File: src/rtl/lane_deser_pkg.sv
`timescale 1ns/1ps
package lane_deser_pkg;
  // two capture phases per lane clock: rising (even) and falling (odd)
  localparam int PHASES = 2;

  typedef struct packed {
    logic shiftEn;  // advance both phase shift registers
    logic loadEn;   // copy the interleaved word into the output register
  } deser_strobe_t;
endpackage

File: src/rtl/lane_deser_ctrl.sv
`timescale 1ns/1ps
module lane_deser_ctrl
  import lane_deser_pkg::*;
#(
  parameter int DEPTH = 4,
  parameter int CNT_W = (DEPTH > 1) ? $clog2(DEPTH) : 1
) (
  input  logic          clk,
  input  logic          rstN,
  output deser_strobe_t strb
);
  localparam logic [CNT_W-1:0] LAST_SLOT = CNT_W'(DEPTH - 1);

  logic             primed;    // first pair has been captured
  logic [CNT_W-1:0] slotCnt;   // pairs shifted into the current word
  logic             loadPend;  // shift registers became full last edge

  always_ff @(posedge clk or negedge rstN) begin
    if (!rstN) begin
      primed   <= 1'b0;
      slotCnt  <= '0;
      loadPend <= 1'b0;
    end else begin
      primed   <= 1'b1;
      loadPend <= primed && (slotCnt == LAST_SLOT);
      if (primed) begin
        slotCnt <= (slotCnt == LAST_SLOT) ? '0 : slotCnt + 1'b1;
      end
    end
  end

  always_comb begin
    strb.shiftEn = primed;
    strb.loadEn  = loadPend;
  end
endmodule

File: src/rtl/lane_deser_path.sv
`timescale 1ns/1ps
module lane_deser_path
  import lane_deser_pkg::*;
#(
  parameter int WORD_BITS = 8,
  parameter int DEPTH     = WORD_BITS / PHASES
) (
  input  logic                 clk,
  input  logic                 rstN,
  input  logic                 serIn,
  input  deser_strobe_t        strb,
  output logic [WORD_BITS-1:0] wordOut,
  output logic                 wordValid
);
  logic riseCap;  // even bit, sampled on the rising edge
  logic fallCap;  // odd bit, sampled on the falling edge

  always_ff @(posedge clk or negedge rstN) begin
    if (!rstN) riseCap <= 1'b0;
    else       riseCap <= serIn;
  end

  always_ff @(negedge clk or negedge rstN) begin
    if (!rstN) fallCap <= 1'b0;
    else       fallCap <= serIn;
  end

  // index 0 = even stream, index 1 = odd stream
  logic [PHASES-1:0] capBit;
  assign capBit = {fallCap, riseCap};

  // both streams advance on the rising edge; this retimes the odd bit
  logic [PHASES-1:0][DEPTH-1:0] phaseSr;

  always_ff @(posedge clk or negedge rstN) begin
    if (!rstN) begin
      phaseSr <= '0;
    end else if (strb.shiftEn) begin
      for (int ph = 0; ph < PHASES; ph++) begin
        phaseSr[ph] <= {capBit[ph], phaseSr[ph][DEPTH-1:1]};
      end
    end
  end

  // interleave: slot i of phase ph lands at word bit PHASES*i+ph
  logic [WORD_BITS-1:0] merged;
  for (genvar i = 0; i < DEPTH; i++) begin : g_slot
    for (genvar ph = 0; ph < PHASES; ph++) begin : g_phase
      assign merged[PHASES*i+ph] = phaseSr[ph][i];
    end
  end

  always_ff @(posedge clk or negedge rstN) begin
    if (!rstN) begin
      wordOut   <= '0;
      wordValid <= 1'b0;
    end else begin
      wordValid <= strb.loadEn;
      if (strb.loadEn) wordOut <= merged;
    end
  end
endmodule

File: src/rtl/ddr_lane_deser.sv
`timescale 1ns/1ps
module ddr_lane_deser
  import lane_deser_pkg::*;
#(
  parameter int WORD_BITS = 8
) (
  input  logic                 laneClk,
  input  logic                 rstN,
  input  logic                 serIn,
  output logic [WORD_BITS-1:0] wordOut,
  output logic                 wordValid
);
  localparam int DEPTH = WORD_BITS / PHASES;
  localparam int CNT_W = (DEPTH > 1) ? $clog2(DEPTH) : 1;

  deser_strobe_t strb;

  lane_deser_ctrl #(
    .DEPTH (DEPTH),
    .CNT_W (CNT_W)
  ) u_ctrl (
    .clk  (laneClk),
    .rstN (rstN),
    .strb (strb)
  );

  lane_deser_path #(
    .WORD_BITS (WORD_BITS),
    .DEPTH     (DEPTH)
  ) u_path (
    .clk       (laneClk),
    .rstN      (rstN),
    .serIn     (serIn),
    .strb      (strb),
    .wordOut   (wordOut),
    .wordValid (wordValid)
  );
endmodule

File: config.mk
export PLATFORM = sky130hd
export DESIGN_NAME = ddr_lane_deser
export DESIGN_NICKNAME = d
export VERILOG_FILES = /design/src/rtl/lane_deser_pkg.sv /design/src/rtl/lane_deser_ctrl.sv /design/src/rtl/lane_deser_path.sv /design/src/rtl/ddr_lane_deser.sv
export SDC_FILE = /design/constraint.sdc
export NUM_CORES = 1
export LEC_CHECK = 0
export BUFFER_PORTS_ARGS = -buffer_cell sky130_fd_sc_hd__buf_2
export CAP_MARGIN = 15
export CORE_MARGIN = 2
export CORE_UTILIZATION = 55
export DETAILED_ROUTE_END_ITERATION = 10
export GPL_TIMING_DRIVEN = 0
export PLACE_DENSITY = 0.81
export SYNTH_ARGS = -nofsm -noshare
export SYNTH_HDL_FRONTEND = slang
export SYNTH_SLANG_ARGS = --single-unit
export TNS_END_PERCENT = 20
File: constraint.sdc
create_clock -name laneClk -period 2.5 [get_ports laneClk]
set_clock_uncertainty 0.1 [all_clocks]
set_input_delay 0.75 -clock laneClk [delete_from_list [all_inputs] [get_ports laneClk]]
set_output_delay 0.75 -clock laneClk [all_outputs]
set_load 0.05 [all_outputs]
==> metrics, run 1 <==
Final setup viols=0; placed insts=74; Syn Area/Cell=18.3 sq um; Pins Over Slew Limit=0; clk root buf=clkbuf_4; area growth from synthesis to layout=11.8%; Crit. End Element=register; combinational power share=42.6%; pre-CTS WS=141 ps; Reg area=about 580 sq um; Max-Cap Viols=0; internal power=approximately 0.74 mW; cell family with most CP delay=flip-flops; Synth Cell Area=~860 sq um; Leak Pwr=0.473 nW; post-synthesis register bit count=23; GPL Wtd Cong=0.649; Power Density=1290 mW/mm^2; switching power=0.502 mW; total power draw=1.24 mW; detailed-route via count=between 400 and 500; Switching Share=40.4%; GRT Util Overall=14.4%; H-Tree Level Count=1; largest net degree at the start of global routing=24; die area=0.00190 sq mm; status=complete, no violations; Worst path slowest cell=dfrtn_1; Port Buffer Count=11; hold slack=just under 300 ps; Core ar.=roughly 0.0015 sq mm; grt total ovfl=0; Die X=43.6 microns; clock power share=roughly an eighth; # nets final=67; first-pass GRT wire length=1.88 mm; Routed WL=1.14 mm; clock slew at reported path FFs=110 ps; most frequent cells in the layout=22 x dfrtp_1, 11 x buf_2, 9 x mux2_4, 9 x mux2_2, 3 x clkbuf_4; most common cell after layout, fill and taps aside=dfrtp_1; Synth Warn #=0; synth unique cells=9; Pre-antenna DRT Iters=2; initial antenna violation count=0; cts bufs inserted=3; Final Non-Filler Cells=a little under 80; Worst Path Required=roughly 2600 ps; Crit path arrival time=2150 ps; clk_lat worst skew=roughly 300 ps; RSZ-0062 raised after global routing=false; crit path max fanout=1; row cnt=14; CP Launch Type=register; multi-input logic area=between 200 and 300 sq um; CP cell instances=mux2_4; Antenna diodes=0; share of cells above drive strength 1=56.5%; Clock Sinks=23; Post-CTS Setup Bufs=0; # hold bufs at CTS=0; starting DRC count in detailed routing=1; worst min path class=in2async; Routed Antenna Nets=0; WP buf/inv=0; DRC violations left=0; sequential share of the synthesized area=between 60 and 70%; vias in the first global route=a little under 400; synthesized instance count=47; net count after synthesis=51; setup_tns=0 ps; Fill cells=117; critical path class=reg2reg; post-cts resize count=0; TritonCTS clock tree=built; slowest cell delay on critical path=340 ps; Initial Util=57.9%; WL/cell=14.6 microns; Final Hold Fails=0; chip height=43.6 microns; VDD IR max=approximately 0.00078 V; CTS Buffer Depth=2; Via-to-Cell Ratio=approximately 5.3; Setup WS post-layout=between 400 and 500 ps; # IOs=12; sequential power share=44.3%
-- registers in the layout (all words and copies together) (netlist names) --
register,cells
u_path.merged,8
u_ctrl.primed,1
u_path.fallCap,1
u_ctrl.slotCnt,2
u_ctrl.loadPend,1
u_path.wordValid,1
u_path.wordOut,8
u_path.riseCap,1
-- stage by stage --
step	utilization, %	instance area (sq um)
floorplan	-	862
global placement	62.9	937
detailed placement	62.9	937
CTS	64.7	963
global route	64.7	963
finish	64.7	963
-- worst paths after layout --
path	to	start	depth (start not counted)	slack, ps
worst max-delay path	u_path.merged[7]	u_path.fallCap	1	450
worst min-delay path	u_path.wordOut[0]	rstN	1	290
worst max register to register	u_path.merged[7]	u_path.fallCap	1	450
worst min register to register	u_path.wordValid	u_ctrl.loadPend	0	310
max in group asynchronous	u_path.fallCap	rstN	1	500
min in group laneClk	u_path.wordValid	u_ctrl.loadPend	0	310
-- cells by family (layout without fill, tap and decap cells) --
logic type    after synthesis  in the layout  synth area share (%)
flops                      23             23                  66.8
simple gates                2              2                  1.31
mux                        18             18                  27.4
other cells                 1              1                 0.435
fa+ha+maj                   1              1                  1.45
buf+inv                     2             17                  2.61
-- Yosys cell counts --
master,instances,area [sq um]
mux2_2,9,101
buf_6,2,22.5
mux2_4,9,135
dfrtp_1,22,551
dfrtn_1,1,25.0
ha_1,1,12.5
conb_1,1,3.75
nor2_1,1,3.75
and2_2,1,7.51
-- area by class of cell --
type / count / area share [%]
repair buffers: 11 / 5.71
multi-input cells: 22 / 27.4
well taps: 16 / 2.08
flip-flops and latches: 23 / 59.7
plain buffers: 2 / 2.34
clock buffers: 4 / 2.73
-- metal layers --
layer | vias up | GRT usage (%) | wire length [microns]
met5 | - | 0 | 0
met4 | 0 | 9.09 | 21
met3 | 2 | 2.50 | 41
met2 | 11 | 21.8 | 576
met1 | 210 | 19.3 | 497
li1 | 187 | - | -
-- power groups by stage --
stage	sequential, mW	clock (mW)	combinational (mW)
floorplan	0.796	0	0.180
finish	0.550	0.164	0.529
global route	0.563	0.186	0.560
CTS	0.551	0.173	0.535
global placement	0.551	0	0.524
detailed placement	0.559	0	0.536
No activity file was read; power rests on OpenSTA's default activity.
==> run 2, diff against run 1 <==
--- a/config.mk
+++ b/config.mk
@@ -8,10 +8,10 @@
 export BUFFER_PORTS_ARGS = -buffer_cell sky130_fd_sc_hd__buf_2
 export CAP_MARGIN = 15
 export CORE_MARGIN = 2
-export CORE_UTILIZATION = 55
+export CORE_UTILIZATION = 53
 export DETAILED_ROUTE_END_ITERATION = 10
 export GPL_TIMING_DRIVEN = 0
-export PLACE_DENSITY = 0.81
+export PLACE_DENSITY = 0.79
 export SYNTH_ARGS = -nofsm -noshare
 export SYNTH_HDL_FRONTEND = slang
 export SYNTH_SLANG_ARGS = --single-unit
==> constraint.sdc (replaced) <==
create_clock -name laneClk -period 1.9 [get_ports laneClk]
set_clock_uncertainty 0.1 [all_clocks]
set_input_delay 0.57 -clock laneClk [delete_from_list [all_inputs] [get_ports laneClk]]
set_output_delay 0.57 -clock laneClk [all_outputs]
set_load 0.05 [all_outputs]
==> metrics, run 2 (synthesized netlist as in run 1, its figures left out) <==
status=complete, no violations; cts bufs inserted=3 (unchanged); area growth from synthesis to layout=11.8% (unchanged); GRT Util Overall=14.2% (-0.26 points); total power draw=1.63 mW (+31%); Port Buffer Count=11 (unchanged); Die X=44.3 microns (+1.7%); slowest cell delay on critical path=340 ps (about the same); Worst Path Required=2000 ps (-600 ps); chip height=44.3 microns (+1.7%); largest net degree at the start of global routing=24 (unchanged); Fill cells=132 (+13%); Final setup viols=0 (unchanged); WL/cell=13.9 microns (-4.4%); Crit. End Element=register; placed insts=74 (unchanged); worst min path class=in2async; pre-CTS WS=5.03 ps (-135 ps); grt total ovfl=0 (unchanged); first-pass GRT wire length=1.96 mm (+4.0%); # IOs=12 (unchanged); vias in the first global route=444 (+14%); clock slew at reported path FFs=120 ps (about the same); initial antenna violation count=0 (unchanged); Via-to-Cell Ratio=5.13 (-2.4%); post-cts resize count=0 (unchanged); most frequent cells in the layout=22 x dfrtp_1, 11 x buf_2, 9 x mux2_4, 9 x mux2_2, 3 x clkbuf_4; # nets final=67 (unchanged); crit path max fanout=1 (unchanged); Final Non-Filler Cells=78 (unchanged); clk_lat worst skew=300 ps (about the same); Power Density=1690 mW/mm^2 (+31%); Setup WS post-layout=168 ps (-283 ps); die area=0.00197 sq mm (+3.4%); DRC violations left=0 (unchanged); setup_tns=0 ps (unchanged); Pins Over Slew Limit=0 (unchanged); Reg area=576 sq um (unchanged); RR Endpoint=u_path.merged[7]; Core ar.=0.00152 sq mm (+2.4%); share of cells above drive strength 1=56.5% (unchanged); H-Tree Level Count=1 (unchanged); Max-Cap Viols=0 (unchanged); Clock Sinks=23 (unchanged); critical path class=reg2reg; VDD IR max=0.000823 V (+6.0%); Worst path slowest cell=dfrtn_1; reg2reg path depth=1 (unchanged); CTS Buffer Depth=2 (unchanged); most common cell after layout, fill and taps aside=dfrtp_1; # hold bufs at CTS=0 (unchanged); Routed WL=1.09 mm (-4.4%); TritonCTS clock tree=built; Routed Antenna Nets=0 (unchanged); clk root buf=clkbuf_4; CP Launch Type=register; WP buf/inv=0 (unchanged); cell family with most CP delay=flip-flops; multi-input logic area=264 sq um (unchanged); Final Hold Fails=0 (unchanged); CP cell instances=mux2_4; Crit path arrival time=1830 ps (-320 ps); Leak Pwr=0.473 nW (unchanged); starting DRC count in detailed routing=0 (-1); Crit Reg-Reg Startpoint=u_path.fallCap; row cnt=14 (unchanged); Post-CTS Setup Bufs=0 (unchanged); Antenna diodes=0 (unchanged); Pre-antenna DRT Iters=1 (-1); RSZ-0062 raised after global routing=false; Initial Util=56.6% (-1.3 points); detailed-route via count=400 (-2.4%); r2r setup slk=170 ps (-280 ps); GPL Wtd Cong=0.664 (+2.3%); Final Util=63.2% (-1.5 points)
run 2: area by class of cell:
| cell class | instances | area share, % |
|---|---|---|
| buffer | 2 | 2.34 |
| clock buffer | 4 | 2.73 |
| multi-input combinational | 22 | 27.4 |
| sequential | 23 | 59.7 |
| tap | 16 | 2.08 |
| timing repair buffer | 11 | 5.71 |
run 2: where the power goes:
group	leakage, nW	internal [mW]	switching (mW)	total, mW
clock	0.0150	0.0817	0.134	0.215
combinational	0.183	0.252	0.445	0.698
sequential	0.275	0.641	0.0766	0.718
total	0.473	0.975	0.656	1.63
run 2: worst max-delay path by stage:
stage	start	endpoint	slack, ps	depth (start not counted)
after floorplan	serIn	u_path.fallCap	140	0
after global placement	rstN	u_path.fallCap	20	1
after detailed placement	rstN	u_path.fallCap	5	1
after CTS	u_path.fallCap	u_path.merged[7]	170	1
after global routing	u_path.fallCap	u_path.merged[7]	150	1
final	u_path.fallCap	u_path.merged[7]	170	1
run 2: through the flow:
stage	hold WS (ps)	area [sq um]
after floorplan	174	862
after global placement	279	937
after detailed placement	279	937
after CTS	130	963
after global routing	132	963
final	113	963
run 2: metal layers:
layer	share of wire (%)	track usage [%]	wire length, microns
met1	47	18.9	506
met2	50	22.4	543
met3	3.4	2.45	37
met4	0	7.27	0
met5	0	0	0
==> run 3, diff against run 2 <==
--- a/config.mk
+++ b/config.mk
@@ -7,11 +7,14 @@
 export LEC_CHECK = 0
 export BUFFER_PORTS_ARGS = -buffer_cell sky130_fd_sc_hd__buf_2
 export CAP_MARGIN = 15
+export CELL_PAD_IN_SITES_DETAIL_PLACEMENT = 0
+export CELL_PAD_IN_SITES_GLOBAL_PLACEMENT = 1
 export CORE_MARGIN = 2
-export CORE_UTILIZATION = 53
+export CORE_UTILIZATION = 45
 export DETAILED_ROUTE_END_ITERATION = 10
+export GPL_ROUTABILITY_DRIVEN = 0
 export GPL_TIMING_DRIVEN = 0
-export PLACE_DENSITY = 0.79
+export PLACE_DENSITY = 0.78
 export SYNTH_ARGS = -nofsm -noshare
 export SYNTH_HDL_FRONTEND = slang
 export SYNTH_SLANG_ARGS = --single-unit
==> metrics, run 3 (synthesized netlist as in run 1, its figures left out) <==
crit path max fanout=1 (unchanged); total power draw=1.62 mW (-0.46%); worst min path class=in2async; cts bufs inserted=3 (unchanged); DRC violations left=0 (unchanged); WP buf/inv=0 (unchanged); most frequent cells in the layout=22 x dfrtp_1, 11 x buf_2, 9 x mux2_4, 9 x mux2_2, 3 x clkbuf_4; H-Tree Level Count=1 (unchanged); GRT Util Overall=12.4% (-1.7 points); Final setup viols=0 (unchanged); TritonCTS clock tree=built; slowest cell delay on critical path=340 ps (about the same); Final Hold Fails=0 (unchanged); Initial Util=48.9% (-7.7 points); r2r setup slk=160 ps (about the same); initial antenna violation count=0 (unchanged); Leak Pwr=0.473 nW (unchanged); die area=0.00228 sq mm (+16%); Post-CTS Setup Bufs=0 (unchanged); Max-Cap Viols=0 (unchanged); CP Launch Type=register; Crit path arrival time=1830 ps (about the same); Routed WL=1.06 mm (-2.8%); # hold bufs at CTS=0 (unchanged); RSZ-0062 raised after global routing=false; clock slew at reported path FFs=110 ps (about the same); Antenna diodes=0 (unchanged); CP cell instances=mux2_4; Pre-antenna DRT Iters=2 (+1); detailed-route via count=405 (+1.3%); Crit Reg-Reg Startpoint=u_path.fallCap; Worst Path Required=2000 ps (about the same); Final Non-Filler Cells=87 (+12%); Routed Antenna Nets=0 (unchanged); critical path class=reg2reg; cell family with most CP delay=flip-flops; Via-to-Cell Ratio=4.66 (-9.2%); Port Buffer Count=11 (unchanged); share of cells above drive strength 1=56.5% (unchanged); most common cell after layout, fill and taps aside=dfrtp_1; row cnt=15 (+1); clk root buf=clkbuf_4; starting DRC count in detailed routing=2 (+2); CTS Buffer Depth=2 (unchanged); clk_lat worst skew=300 ps (about the same); Worst path slowest cell=dfrtn_1; RR Endpoint=u_path.merged[7]; Power Density=1670 mW/mm^2 (-1.6%); # nets final=67 (unchanged); area growth from synthesis to layout=13.1%; setup_tns=0 ps (unchanged); WL/cell=12.2 microns (-13%); Crit. End Element=register; post-cts resize count=0 (unchanged); VDD IR max=0.000761 V (-7.5%); vias in the first global route=400 (-9.9%); chip height=47.8 microns (+7.8%); Core ar.=0.00176 sq mm (+16%); largest net degree at the start of global routing=24 (unchanged); grt total ovfl=0 (unchanged); Pins Over Slew Limit=0 (unchanged); placed insts=83 (+12%); # IOs=12 (unchanged); reg2reg path depth=1 (unchanged); Final Util=55.2% (-8.0 points); first-pass GRT wire length=1.78 mm (-9.1%); status=complete, no violations; Clock Sinks=23 (unchanged); Die X=47.8 microns (+7.8%)
-- run 3: final cells by class --
class / instances / area, sq um
multi-input cells: 22 / 264
clock buffers: 4 / 26.3
fillers: 166 / 790
well taps: 25 / 31.3
repair buffers: 11 / 55.1
plain buffers: 2 / 22.5
flip-flops and latches: 23 / 576
-- run 3: through the flow --
step	cell area [sq um]	setup slack [ps]	hold WS, ps
floorplan	862	136	174
global placement	948	15.4	278
detailed placement	948	1.23	279
CTS	975	161	115
global route	975	156	108
finish	975	165	109
-- run 3: worst max path at each step --
stage | from | end | depth (start not counted)
floorplan | serIn | u_path.fallCap | 0
global placement | rstN | u_path.fallCap | 1
detailed placement | rstN | u_path.fallCap | 1
CTS | u_path.fallCap | u_path.merged[7] | 1
global route | u_path.fallCap | u_path.merged[7] | 1
finish | u_path.fallCap | u_path.merged[7] | 1
-- run 3: power by group --
| part | internal [mW] | switching (mW) | total (mW) |
|---|---|---|---|
| Combinational | 0.251 | 0.440 | 0.691 |
| Sequential | 0.641 | 0.0762 | 0.717 |
| Clock | 0.0818 | 0.133 | 0.215 |
| Total | 0.974 | 0.649 | 1.62 |
-- run 3: per-layer routing --
metal / routed length (microns) / GRT usage, %
met1: 483 / 14.1
met2: 540 / 19.7
met3: 34 / 4.53
met4: 0 / 8.11
met5: 0 / 0
